$ cat config.mk
export PLATFORM = sky130hd
export DESIGN_NAME = reload_timer
export DESIGN_NICKNAME = d
export VERILOG_FILES = /design/src/rtl/reload_timer_pkg.sv /design/src/rtl/rt_tick_gen.sv /design/src/rtl/rt_counter.sv /design/src/rtl/reload_timer.sv
export SDC_FILE = /design/constraint.sdc
export NUM_CORES = 1
export LEC_CHECK = 0
export BUFFER_PORTS_ARGS = -buffer_cell sky130_fd_sc_hd__buf_2
export CAP_MARGIN = 20
export CORE_MARGIN = 8
export CORE_UTILIZATION = 25
export DETAILED_ROUTE_END_ITERATION = 6
export HOLD_SLACK_MARGIN = 0.12
export PLACE_DENSITY = 0.48
export SETUP_SLACK_MARGIN = 0.4
export SKIP_LAST_GASP = 1
export SLEW_MARGIN = 20
export SYNTH_ARGS = -nofsm -noshare
export SYNTH_HDL_FRONTEND = slang
export SYNTH_SLANG_ARGS = --single-unit
$ cat constraint.sdc
create_clock -name clk -period 2.5 [get_ports clk]
set_input_delay 0.25 -clock clk [delete_from_list [all_inputs] [get_ports clk]]
set_output_delay 0.25 -clock clk [all_outputs]
set_load 0.02 [all_outputs]
$ cat src/rtl/reload_timer_pkg.sv
package reload_timer_pkg;

  localparam int ADDR_W = 3;

  localparam logic [ADDR_W-1:0] ADR_CTRL = 3'd0;
  localparam logic [ADDR_W-1:0] ADR_RLO  = 3'd1;
  localparam logic [ADDR_W-1:0] ADR_RHI  = 3'd2;
  localparam logic [ADDR_W-1:0] ADR_CLO  = 3'd3;
  localparam logic [ADDR_W-1:0] ADR_CHI  = 3'd4;

  localparam logic [1:0] SRC_SYS  = 2'd0;
  localparam logic [1:0] SRC_DIV  = 2'd1;
  localparam logic [1:0] SRC_EXT  = 2'd2;

  localparam int FLAG_LO_BIT = 6;
  localparam int FLAG_HI_BIT = 7;

  // software-owned part of the control register, bits 5:0
  typedef struct packed {
    logic       irq_en;
    logic       lo_irq_en;
    logic [1:0] src;
    logic       split;
    logic       run;
  } cfg_t;

endpackage

$ cat src/rtl/rt_tick_gen.sv
module rt_tick_gen
  import reload_timer_pkg::*;
#(
  parameter int SYS_DIV     = 12,
  parameter int EXT_DIV     = 8,
  parameter int SYNC_STAGES = 2
) (
  input  logic       clk,
  input  logic       rst,
  input  logic       ext_clk,
  input  logic [1:0] src,
  output logic       tick
);

  logic                 div_pulse;
  logic                 ext_pulse;
  logic [SYNC_STAGES:0] sync_q;
  logic                 ext_rise;

  // synchronizer chain plus one stage of history for edge detection
  always_ff @(posedge clk) begin
    if (rst) sync_q <= '0;
    else     sync_q <= {sync_q[SYNC_STAGES-1:0], ext_clk};
  end

  assign ext_rise = sync_q[SYNC_STAGES-1] & ~sync_q[SYNC_STAGES];

  generate
    if (SYS_DIV > 1) begin : g_sys_div
      localparam int DW = $clog2(SYS_DIV);
      localparam logic [DW-1:0] DIV_LAST = DW'(SYS_DIV - 1);
      logic [DW-1:0] div_q;
      always_ff @(posedge clk) begin
        if (rst) begin
          div_q     <= '0;
          div_pulse <= 1'b0;
        end else begin
          div_q     <= (div_q == DIV_LAST) ? '0 : div_q + 1'b1;
          div_pulse <= (div_q == DIV_LAST);
        end
      end
    end else begin : g_sys_nodiv
      assign div_pulse = 1'b1;
    end

    if (EXT_DIV > 1) begin : g_ext_div
      localparam int EW = $clog2(EXT_DIV);
      localparam logic [EW-1:0] EXT_LAST = EW'(EXT_DIV - 1);
      logic [EW-1:0] edge_q;
      always_ff @(posedge clk) begin
        if (rst) begin
          edge_q    <= '0;
          ext_pulse <= 1'b0;
        end else begin
          if (ext_rise) edge_q <= (edge_q == EXT_LAST) ? '0 : edge_q + 1'b1;
          ext_pulse <= ext_rise && (edge_q == EXT_LAST);
        end
      end
    end else begin : g_ext_nodiv
      always_ff @(posedge clk) begin
        if (rst) ext_pulse <= 1'b0;
        else     ext_pulse <= ext_rise;
      end
    end
  endgenerate

  always_comb begin
    case (src)
      SRC_DIV: tick = div_pulse;
      SRC_EXT: tick = ext_pulse;
      default: tick = 1'b1;
    endcase
  end

endmodule

$ cat src/rtl/rt_counter.sv
module rt_counter #(
  parameter int HALF_W = 8
) (
  input  logic              clk,
  input  logic              rst,
  input  logic              tick,
  input  logic              run,
  input  logic              split,
  input  logic              wr_lo,
  input  logic              wr_hi,
  input  logic [HALF_W-1:0] wdata,
  input  logic [HALF_W-1:0] rl_lo,
  input  logic [HALF_W-1:0] rl_hi,
  output logic [HALF_W-1:0] cnt_lo,
  output logic [HALF_W-1:0] cnt_hi,
  output logic              ev_lo,
  output logic              ev_hi
);

  logic              lo_max, hi_max;
  logic              lo_step, hi_step;
  logic [HALF_W-1:0] lo_nxt, hi_nxt;

  assign lo_max  = &cnt_lo;
  assign hi_max  = &cnt_hi;
  assign lo_step = tick & run;
  // split: high half is free-running on the tick; joined: it takes the carry
  assign hi_step = split ? tick : (lo_step & lo_max);
  assign ev_lo   = lo_step & lo_max;
  assign ev_hi   = hi_step & hi_max;

  always_comb begin
    lo_nxt = cnt_lo;
    if (wr_lo) begin
      lo_nxt = wdata;
    end else if (lo_step) begin
      if (!lo_max)                lo_nxt = cnt_lo + 1'b1;
      else if (split || hi_max)   lo_nxt = rl_lo;
      else                        lo_nxt = '0;
    end
  end

  always_comb begin
    hi_nxt = cnt_hi;
    if (wr_hi) begin
      hi_nxt = wdata;
    end else if (hi_step) begin
      hi_nxt = hi_max ? rl_hi : cnt_hi + 1'b1;
    end
  end

  always_ff @(posedge clk) begin
    if (rst) begin
      cnt_lo <= '0;
      cnt_hi <= '0;
    end else begin
      cnt_lo <= lo_nxt;
      cnt_hi <= hi_nxt;
    end
  end

endmodule

$ cat src/rtl/reload_timer.sv
module reload_timer
  import reload_timer_pkg::*;
#(
  parameter int HALF_W      = 8,
  parameter int SYS_DIV     = 12,
  parameter int EXT_DIV     = 8,
  parameter int SYNC_STAGES = 2
) (
  input  logic              clk,
  input  logic              rst,
  input  logic              ext_clk,
  input  logic [2:0]        addr,
  input  logic              wr_en,
  input  logic [HALF_W-1:0] wr_data,
  output logic [HALF_W-1:0] rd_data,
  output logic              irq,
  output logic              ovf_pulse
);

  localparam int CFG_W = $bits(cfg_t);

  cfg_t              cfg;
  logic              flag_hi, flag_lo;
  logic [HALF_W-1:0] rl_lo, rl_hi;
  logic [HALF_W-1:0] cnt_lo, cnt_hi;
  logic              tick, ev_lo, ev_hi;
  logic              wr_ctrl, wr_clo, wr_chi;
  logic [7:0]        ctrl_word;
  logic [HALF_W-1:0] rd_mux;

  assign wr_ctrl = wr_en && (addr == ADR_CTRL);
  assign wr_clo  = wr_en && (addr == ADR_CLO);
  assign wr_chi  = wr_en && (addr == ADR_CHI);

  rt_tick_gen #(
    .SYS_DIV    (SYS_DIV),
    .EXT_DIV    (EXT_DIV),
    .SYNC_STAGES(SYNC_STAGES)
  ) u_tick (
    .clk    (clk),
    .rst    (rst),
    .ext_clk(ext_clk),
    .src    (cfg.src),
    .tick   (tick)
  );

  rt_counter #(
    .HALF_W(HALF_W)
  ) u_count (
    .clk   (clk),
    .rst   (rst),
    .tick  (tick),
    .run   (cfg.run),
    .split (cfg.split),
    .wr_lo (wr_clo),
    .wr_hi (wr_chi),
    .wdata (wr_data),
    .rl_lo (rl_lo),
    .rl_hi (rl_hi),
    .cnt_lo(cnt_lo),
    .cnt_hi(cnt_hi),
    .ev_lo (ev_lo),
    .ev_hi (ev_hi)
  );

  always_ff @(posedge clk) begin
    if (rst) begin
      cfg       <= '0;
      flag_hi   <= 1'b0;
      flag_lo   <= 1'b0;
      rl_lo     <= '0;
      rl_hi     <= '0;
      ovf_pulse <= 1'b0;
    end else begin
      if (wr_ctrl) cfg <= cfg_t'(wr_data[CFG_W-1:0]);
      if (wr_en && addr == ADR_RLO) rl_lo <= wr_data;
      if (wr_en && addr == ADR_RHI) rl_hi <= wr_data;
      // hardware set beats a software clear; writing 1 keeps the flag
      flag_hi   <= ev_hi | (flag_hi & ~(wr_ctrl & ~wr_data[FLAG_HI_BIT]));
      flag_lo   <= ev_lo | (flag_lo & ~(wr_ctrl & ~wr_data[FLAG_LO_BIT]));
      ovf_pulse <= ev_hi;
    end
  end

  assign ctrl_word = {flag_hi, flag_lo, cfg};

  always_comb begin
    case (addr)
      ADR_CTRL: rd_mux = HALF_W'(ctrl_word);
      ADR_RLO:  rd_mux = rl_lo;
      ADR_RHI:  rd_mux = rl_hi;
      ADR_CLO:  rd_mux = cnt_lo;
      ADR_CHI:  rd_mux = cnt_hi;
      default:  rd_mux = '0;
    endcase
  end

  always_ff @(posedge clk) begin
    if (rst) rd_data <= '0;
    else     rd_data <= rd_mux;
  end

  assign irq = cfg.irq_en & (flag_hi | (cfg.lo_irq_en & flag_lo));

endmodule

# Word level (Yosys, flattened, before mapping)
# Cells that the tools add are included.
[classes]
n_eq_ne = 8
bitwise_logic = 18
reduce_logical = 13
muxes = 11
n_addsub = 4
[op_table]
columns = ["operator", "n"]
rows = [
  ["8-bit 2-to-1 mux", 7],
  ["8-bit one-hot mux with 5 select lines", 1],
  ["8-bit by 1-bit adder with 8-bit output (second input constant)", 2],
  ["8-bit AND reduction", 2],
  ["1-bit AND", 10],
  ["3-bit by 2-bit == test with 1-bit output (second input constant)", 2],
  ["3-bit == test (second input constant)", 2],
  ["1-bit logical AND", 6],
  ["1-bit NOT", 5],
  ["4-bit by 1-bit adder with 4-bit output (second input constant)", 1],
  ["4-bit == test (second input constant)", 1],
  ["2-bit nonzero test", 2],
  ["3-bit by 1-bit adder with 3-bit output (second input constant)", 1],
  ["3-bit by 1-bit == test with 1-bit output (second input constant)", 1],
  ["3-bit logical NOT", 1],
  ["3-bit 2-to-1 mux", 1],
  ["1-bit bitwise OR", 3],
  ["2-bit by 1-bit == test with 1-bit output (second input constant)", 1],
  ["2-bit == test (second input constant)", 1],
  ["1-bit one-hot mux with 2 select lines", 1],
  ["2-bit OR reduction", 1],
  ["1-bit logical OR", 1],
  ["1-bit 2-to-1 mux", 1],
]
[word_totals]
register_bits = 61
output_inout_bits = 10
in_bits = 15
elab_cells = 72

# Logic depth before layout (Yosys ltp)
[logic_depth]
word_depth = 7
ltp_mapped = 7
mapped_depth_nobuf = 7

# Modules after synthesis
# From an unflattened synthesis, not the netlist that was laid out.
[hier_totals]
hier_cells = 385
hier_area_um2 = 3374.5
[modules_own_cells]
columns = ["mod", "seq_area_each_um2", "cells_per_inst", "area_per_inst_um2", "n_inst"]
rows = [
  ["reload_timer", 660.6, 165, 1555.2, 1],
  ["rt_counter", 320.3, 175, 1336.3, 1],
  ["rt_tick_gen", 240.2, 45, 483.0, 1],
]

# Least setup slack after synthesis
# Ideal clock, no wire load.
[synth_path]
kind = "register to register"
from = "register u_count.cnt_lo[0]"
to = "register u_count.cnt_hi[6]"
synth_period_minus_slack_ns = 1.802
path_buffers = 2
required_ns = 2.365
setup_ns = 0.135
path_stages_with_launch = 8
arrival_ns = 1.667
slack_ns = 0.698
cell_sequence = "dfxtp_1 -> ha_1 -> buf_2 -> a41oi_4 -> or2_0 -> buf_2 -> a2111oi_1 -> o32ai_1"
[synth_via]
elab_chain_cells = 4
[synth_lines]
columns = ["element", "line", "source"]
rows = [
  ["from (decl)", "rt_counter.sv:14", "output logic [HALF_W-1:0] cnt_lo,"],
  ["from (signal assigned)", "rt_counter.sv:57", "cnt_lo <= lo_nxt;"],
  ["8-bit AND reduction", "rt_counter.sv:24", "assign lo_max = &cnt_lo;"],
  ["1-bit AND", "rt_counter.sv:28", "assign hi_step = split ? tick : (lo_step & lo_max);"],
  ["1-bit 2-to-1 mux", "rt_counter.sv:28", ""],
  ["2-bit nonzero test (no source line)", "--", ""],
  ["to (signal assigned)", "rt_counter.sv:58", "cnt_hi <= hi_nxt;"],
  ["to (decl)", "rt_counter.sv:15", "output logic [HALF_W-1:0] cnt_hi,"],
]
# No other way between the ends.
# A chain may end at the register's enable or synchronous reset.

# Worst setup path after layout
[layout_path]
from = "register u_count.cnt_hi[0]"
to = "register u_count.cnt_hi[5]"
[layout_via]
elab_chain_cells = 4
word_cells_on_any_way = 5
cone_classes = "add/sub: 1; mux: 3; reduce/logical: 1"
[layout_lines]
columns = ["element", "line", "source"]
rows = [
  ["8-bit by 1-bit adder with 8-bit output or 8-bit AND reduction (tied branches)", "rt_counter.sv:48, rt_counter.sv:25", ""],
  ["8-bit 2-to-1 mux *", "rt_counter.sv:48", "hi_nxt = hi_max ? rl_hi : cnt_hi + 1'b1;"],
  ["8-bit 2-to-1 mux *", "rt_counter.sv:47", "end else if (hi_step) begin"],
  ["8-bit 2-to-1 mux *", "rt_counter.sv:45", "if (wr_hi) begin"],
]
# Every way passes the cells marked *; elsewhere a longest branch is shown, timed or not. The select of a mux whose other input is x is not followed.

==> key figures <==
Worst hold path
  – Worst Hold Depth: 2
  – HP Class: in2reg

Worst setup path
  – Critical Path Source: u_count.cnt_hi[0]$_SDFFE_PP0P_
  – R2R cell count: 5
  – CP max FO: 6
  – CP max-delay cell: dfxtp_1
  – Crit path DAT: between 2 and 2.5 ns
  – Critical R2R Launch: u_count.cnt_hi[0]$_SDFFE_PP0P_
  – Worst setup path class: reg2reg
  – WP data required: approximately 2.8 ns
  – Critical Path Sink Type: flip-flop
  – Reg-to-Reg End: u_count.cnt_hi[5]$_SDFFE_PP0P_
  – Critical-path cell list: ha_1 > nand4_1 > or2_0 > a211o_1 > a311oi_2
  – CP Capture Point: u_count.cnt_hi[5]$_SDFFE_PP0P_
  – CP peak stage delay: 0.44 ns
  – CP startpoint kind: flip-flop
  – Worst reg-to-reg setup slack: 0.55 ns

Clocking
  – Root Buffer: clkbuf_16
  – CTS clk-pin slew, worst paths: 0.06 ns
  – H-tree levels: 3
  – CTS Hold Bufs: 0
  – CTS Buffer Depth: 2
  – Clk sinks: between 60 and 70
  – Clock Latency Late Sink: between 0.3 and 0.4 ns
  – CTS tree: done
  – Num CTS Buffers: 9

GRT
  – Pin count of the biggest net entering global routing: 25
  – Vias in the first global route: between 2000 and 3000
  – GRT overflow: 0
  – First-pass GRT wire length: 14600 um
  – Initial antenna violation count: 0
  – GR Util All Layers: 0.118

Route
  – Total Wirelength: 9020 um
  – WL/cell: ~17 um
  – ANT nets after route: 0
  – Pre-Repair DR Iteration Count: 4
  – Vias per inst: 5.08
  – Remaining DRCs: 0
  – DR vias: between 2000 and 3000
  – DR iter-0 viols: 211

Layout
  – Antenna Cells: 0
  – Area grow syn2layout: 21.0%
  – Finished layout cell area: 3660 um^2
  – Final nets: 416
  – Layout cell share with drive strength beyond 1: 0.153

Power
  – Leakage power: 1.30 nW
  – Worst IR Drop VDD: 0.000281 V
  – Pwr Density: 718 nW/um^2
  – PnR Total Power: 0.00263 W

Timing
  – Min cycle time layout: 1.95 ns
  – Setup Viol. Count Final: 0
  – RSZ-0062 raised after global routing: no
  – Final period utilization: 0.780
  – Slew of the pin with the lowest slew margin: 0.658 ns
  – Setup Total Neg Slack: 0 ns
  – Final hold vios: 0
  – Slew Viols, Final: 0
  – Final clock skew: 0.00738 ns
  – Fmax achieved: 513 MHz
  – Slew margin rel.: 0.560
  – Worst hold margin: 0.133 ns

Floorplan
  – DIE AREA: 15900 um^2
  – Die height: 126 um
  – IO Count: 25
  – Starting Density: 0.254
  – Core Footprint: 11900 um^2
  – Std cell rows: 40
  – Die Span X: 126 um

Flow run
  – Max cap viols: 0

Synth
  – Asr flop ratio synth: 0
  – Number of library cell types mapped by synthesis: 51
  – #FFs+latches synth: 61
  – Mapped Cells: 371
  – Post-synthesis instance area: around 3000 um^2
  – EDFF count, synth: 0
  – Syn nets: 393
  – Primary FF master, synth: dfxtp_1
  – Synth Warn #: 0
  – Seq/Total Area, Yosys: 0.403
  – Syn Area/Cell: approximately 8.2 um^2

Outcome
  – Status: completed

Place
  – GP Congestion: 0.909
  – DP Area: 3280 um^2
  – IO buf count: 24
  – Final HPWL DP: 6560 um
==> state kept, by name (all words and copies together), names as in the netlist, 3 cells and up <==
register / flops
u_tick.g_ext_div.edge_q: 3
rd_data: 8
u_count.cnt_lo: 8
u_tick.g_sys_div.div_q: 4
rl_lo: 8
u_count.cnt_hi: 8
cfg: 6
u_tick.sync_q: 3
rl_hi: 8
==> critical path, delay by kind of cell, from the launching register on <==
| family | cells | cell delay [ns] |
|---|---|---|
| compound gates | 2 | 0.54 |
| fa+ha+maj | 1 | 0.27 |
| flops | 1 | 0.44 |
| simple gates | 2 | 0.62 |
==> cell usage in the layout, fill, tap and decap left out, drive strengths merged, types with 2 or more instances in the layout <==
master / netlist / final
bufinv: 0 / 3
xnor2: 4 / 4
inv: 3 / 3
o21ai: 4 / 4
xor2: 4 / 4
clkbuf: 12 / 12
nand3: 12 / 12
a311oi: 2 / 2
nor3: 10 / 10
a31oi: 2 / 2
ha: 7 / 7
a2111oi: 2 / 2
nor4: 5 / 5
nor2: 34 / 34
a211oi: 8 / 8
and2: 3 / 3
a22oi: 7 / 7
mux2i: 10 / 10
o22ai: 5 / 5
nand2b: 11 / 11
buf: 7 / 32
nor2b: 7 / 7
nor3b: 5 / 5
dfxtp: 61 / 61
a21oi: 54 / 54
or2: 3 / 3
nand2: 63 / 63
and3: 8 / 8
o32ai: 4 / 4
==> per-layer routing <==
layer | vias to the layer above | GRT usage | wire length [um]
li1 | 1372 | - | -
met1 | 1289 | 0.155 | 4200
met2 | 97 | 0.171 | 3970
met3 | 13 | 0.0380 | 665
met4 | 0 | 0.0524 | 182
met5 | - | 0 | 0
==> metrics by stage <==
stage / utilization / cells / worst slack (ns)
after floorplan: - / 371 / 0.698
after global placement: 0.275 / 529 / 0.396
after detailed placement: 0.275 / 529 / 0.308
after CTS: 0.304 / 545 / 0.416
after global routing: 0.308 / 546 / 0.404
final: 0.308 / 546 / 0.551
==> synth_stat cells (2+ instances only) <==
cell / count / area share
nor2_1: 34 / 0.042
xnor2_1: 4 / 0.012
inv_1: 3 / 0.0037
buf_2: 5 / 0.0083
xor2_1: 4 / 0.012
nor3_2: 2 / 0.0066
dfxtp_1: 61 / 0.40
or2_0: 2 / 0.0041
a21oi_1: 54 / 0.089
nor4_1: 5 / 0.010
nand2b_1: 11 / 0.023
nor2b_1: 7 / 0.014
ha_1: 7 / 0.029
a211oi_1: 8 / 0.020
mux2i_1: 10 / 0.033
o21ai_0: 4 / 0.0066
clkbuf_1: 12 / 0.015
and2_1: 2 / 0.0041
a22oi_1: 7 / 0.017
buf_6: 2 / 0.0074
a31oi_1: 2 / 0.0041
and3_1: 6 / 0.012
nand2_1: 63 / 0.078
o32ai_1: 4 / 0.012
nor3b_1: 4 / 0.0099
nand3_1: 12 / 0.020
o22ai_1: 5 / 0.010
nor3_1: 8 / 0.013
==> how the worst min path moves through the flow <==
stage	from	to	slack (ns)
floorplan	ext_clk	u_tick.sync_q[0]$_SDFF_PP0_	0.38
global placement	u_tick.sync_q[0]$_SDFF_PP0_	u_tick.sync_q[1]$_SDFF_PP0_	0.42
detailed placement	u_tick.sync_q[0]$_SDFF_PP0_	u_tick.sync_q[1]$_SDFF_PP0_	0.42
CTS	ext_clk	u_tick.sync_q[0]$_SDFF_PP0_	0.13
global route	ext_clk	u_tick.sync_q[0]$_SDFF_PP0_	0.16
finish	ext_clk	u_tick.sync_q[0]$_SDFF_PP0_	0.13
==> final cells by class <==
cell class | count | area, um^2
inverters | 3 | 11.3
well taps | 147 | 184
flip-flops and latches | 61 | 1220
fillers | 1280 | 8250
multi-input cells | 287 | 1730
clock buffers | 12 | 246
repair buffers | 32 | 180
clock inverters | 4 | 95.1
==> cells by family after synthesis <==
group / share of synthesized area
buf+inv: 0.0384
flops: 0.403
xor+xnor: 0.0231
compound gates: 0.203
fa+ha+maj: 0.0289
simple gates: 0.263
mux: 0.0405
==> power breakdown <==
group	switching [W]	leakage, nW	internal [W]
Sequential	0.0000298	0.495	0.000999
Combinational	0.000102	0.639	0.0000619
Clock	0.000440	0.167	0.000999
==> repair_timing <==
action / 4_1_cts / 5_1_grt
resized for setup: 1 / 7
setup endpoints to repair: 3 / 13
setup buffers: 0 / 1
Note: power is estimated with default switching activity, not from simulation.
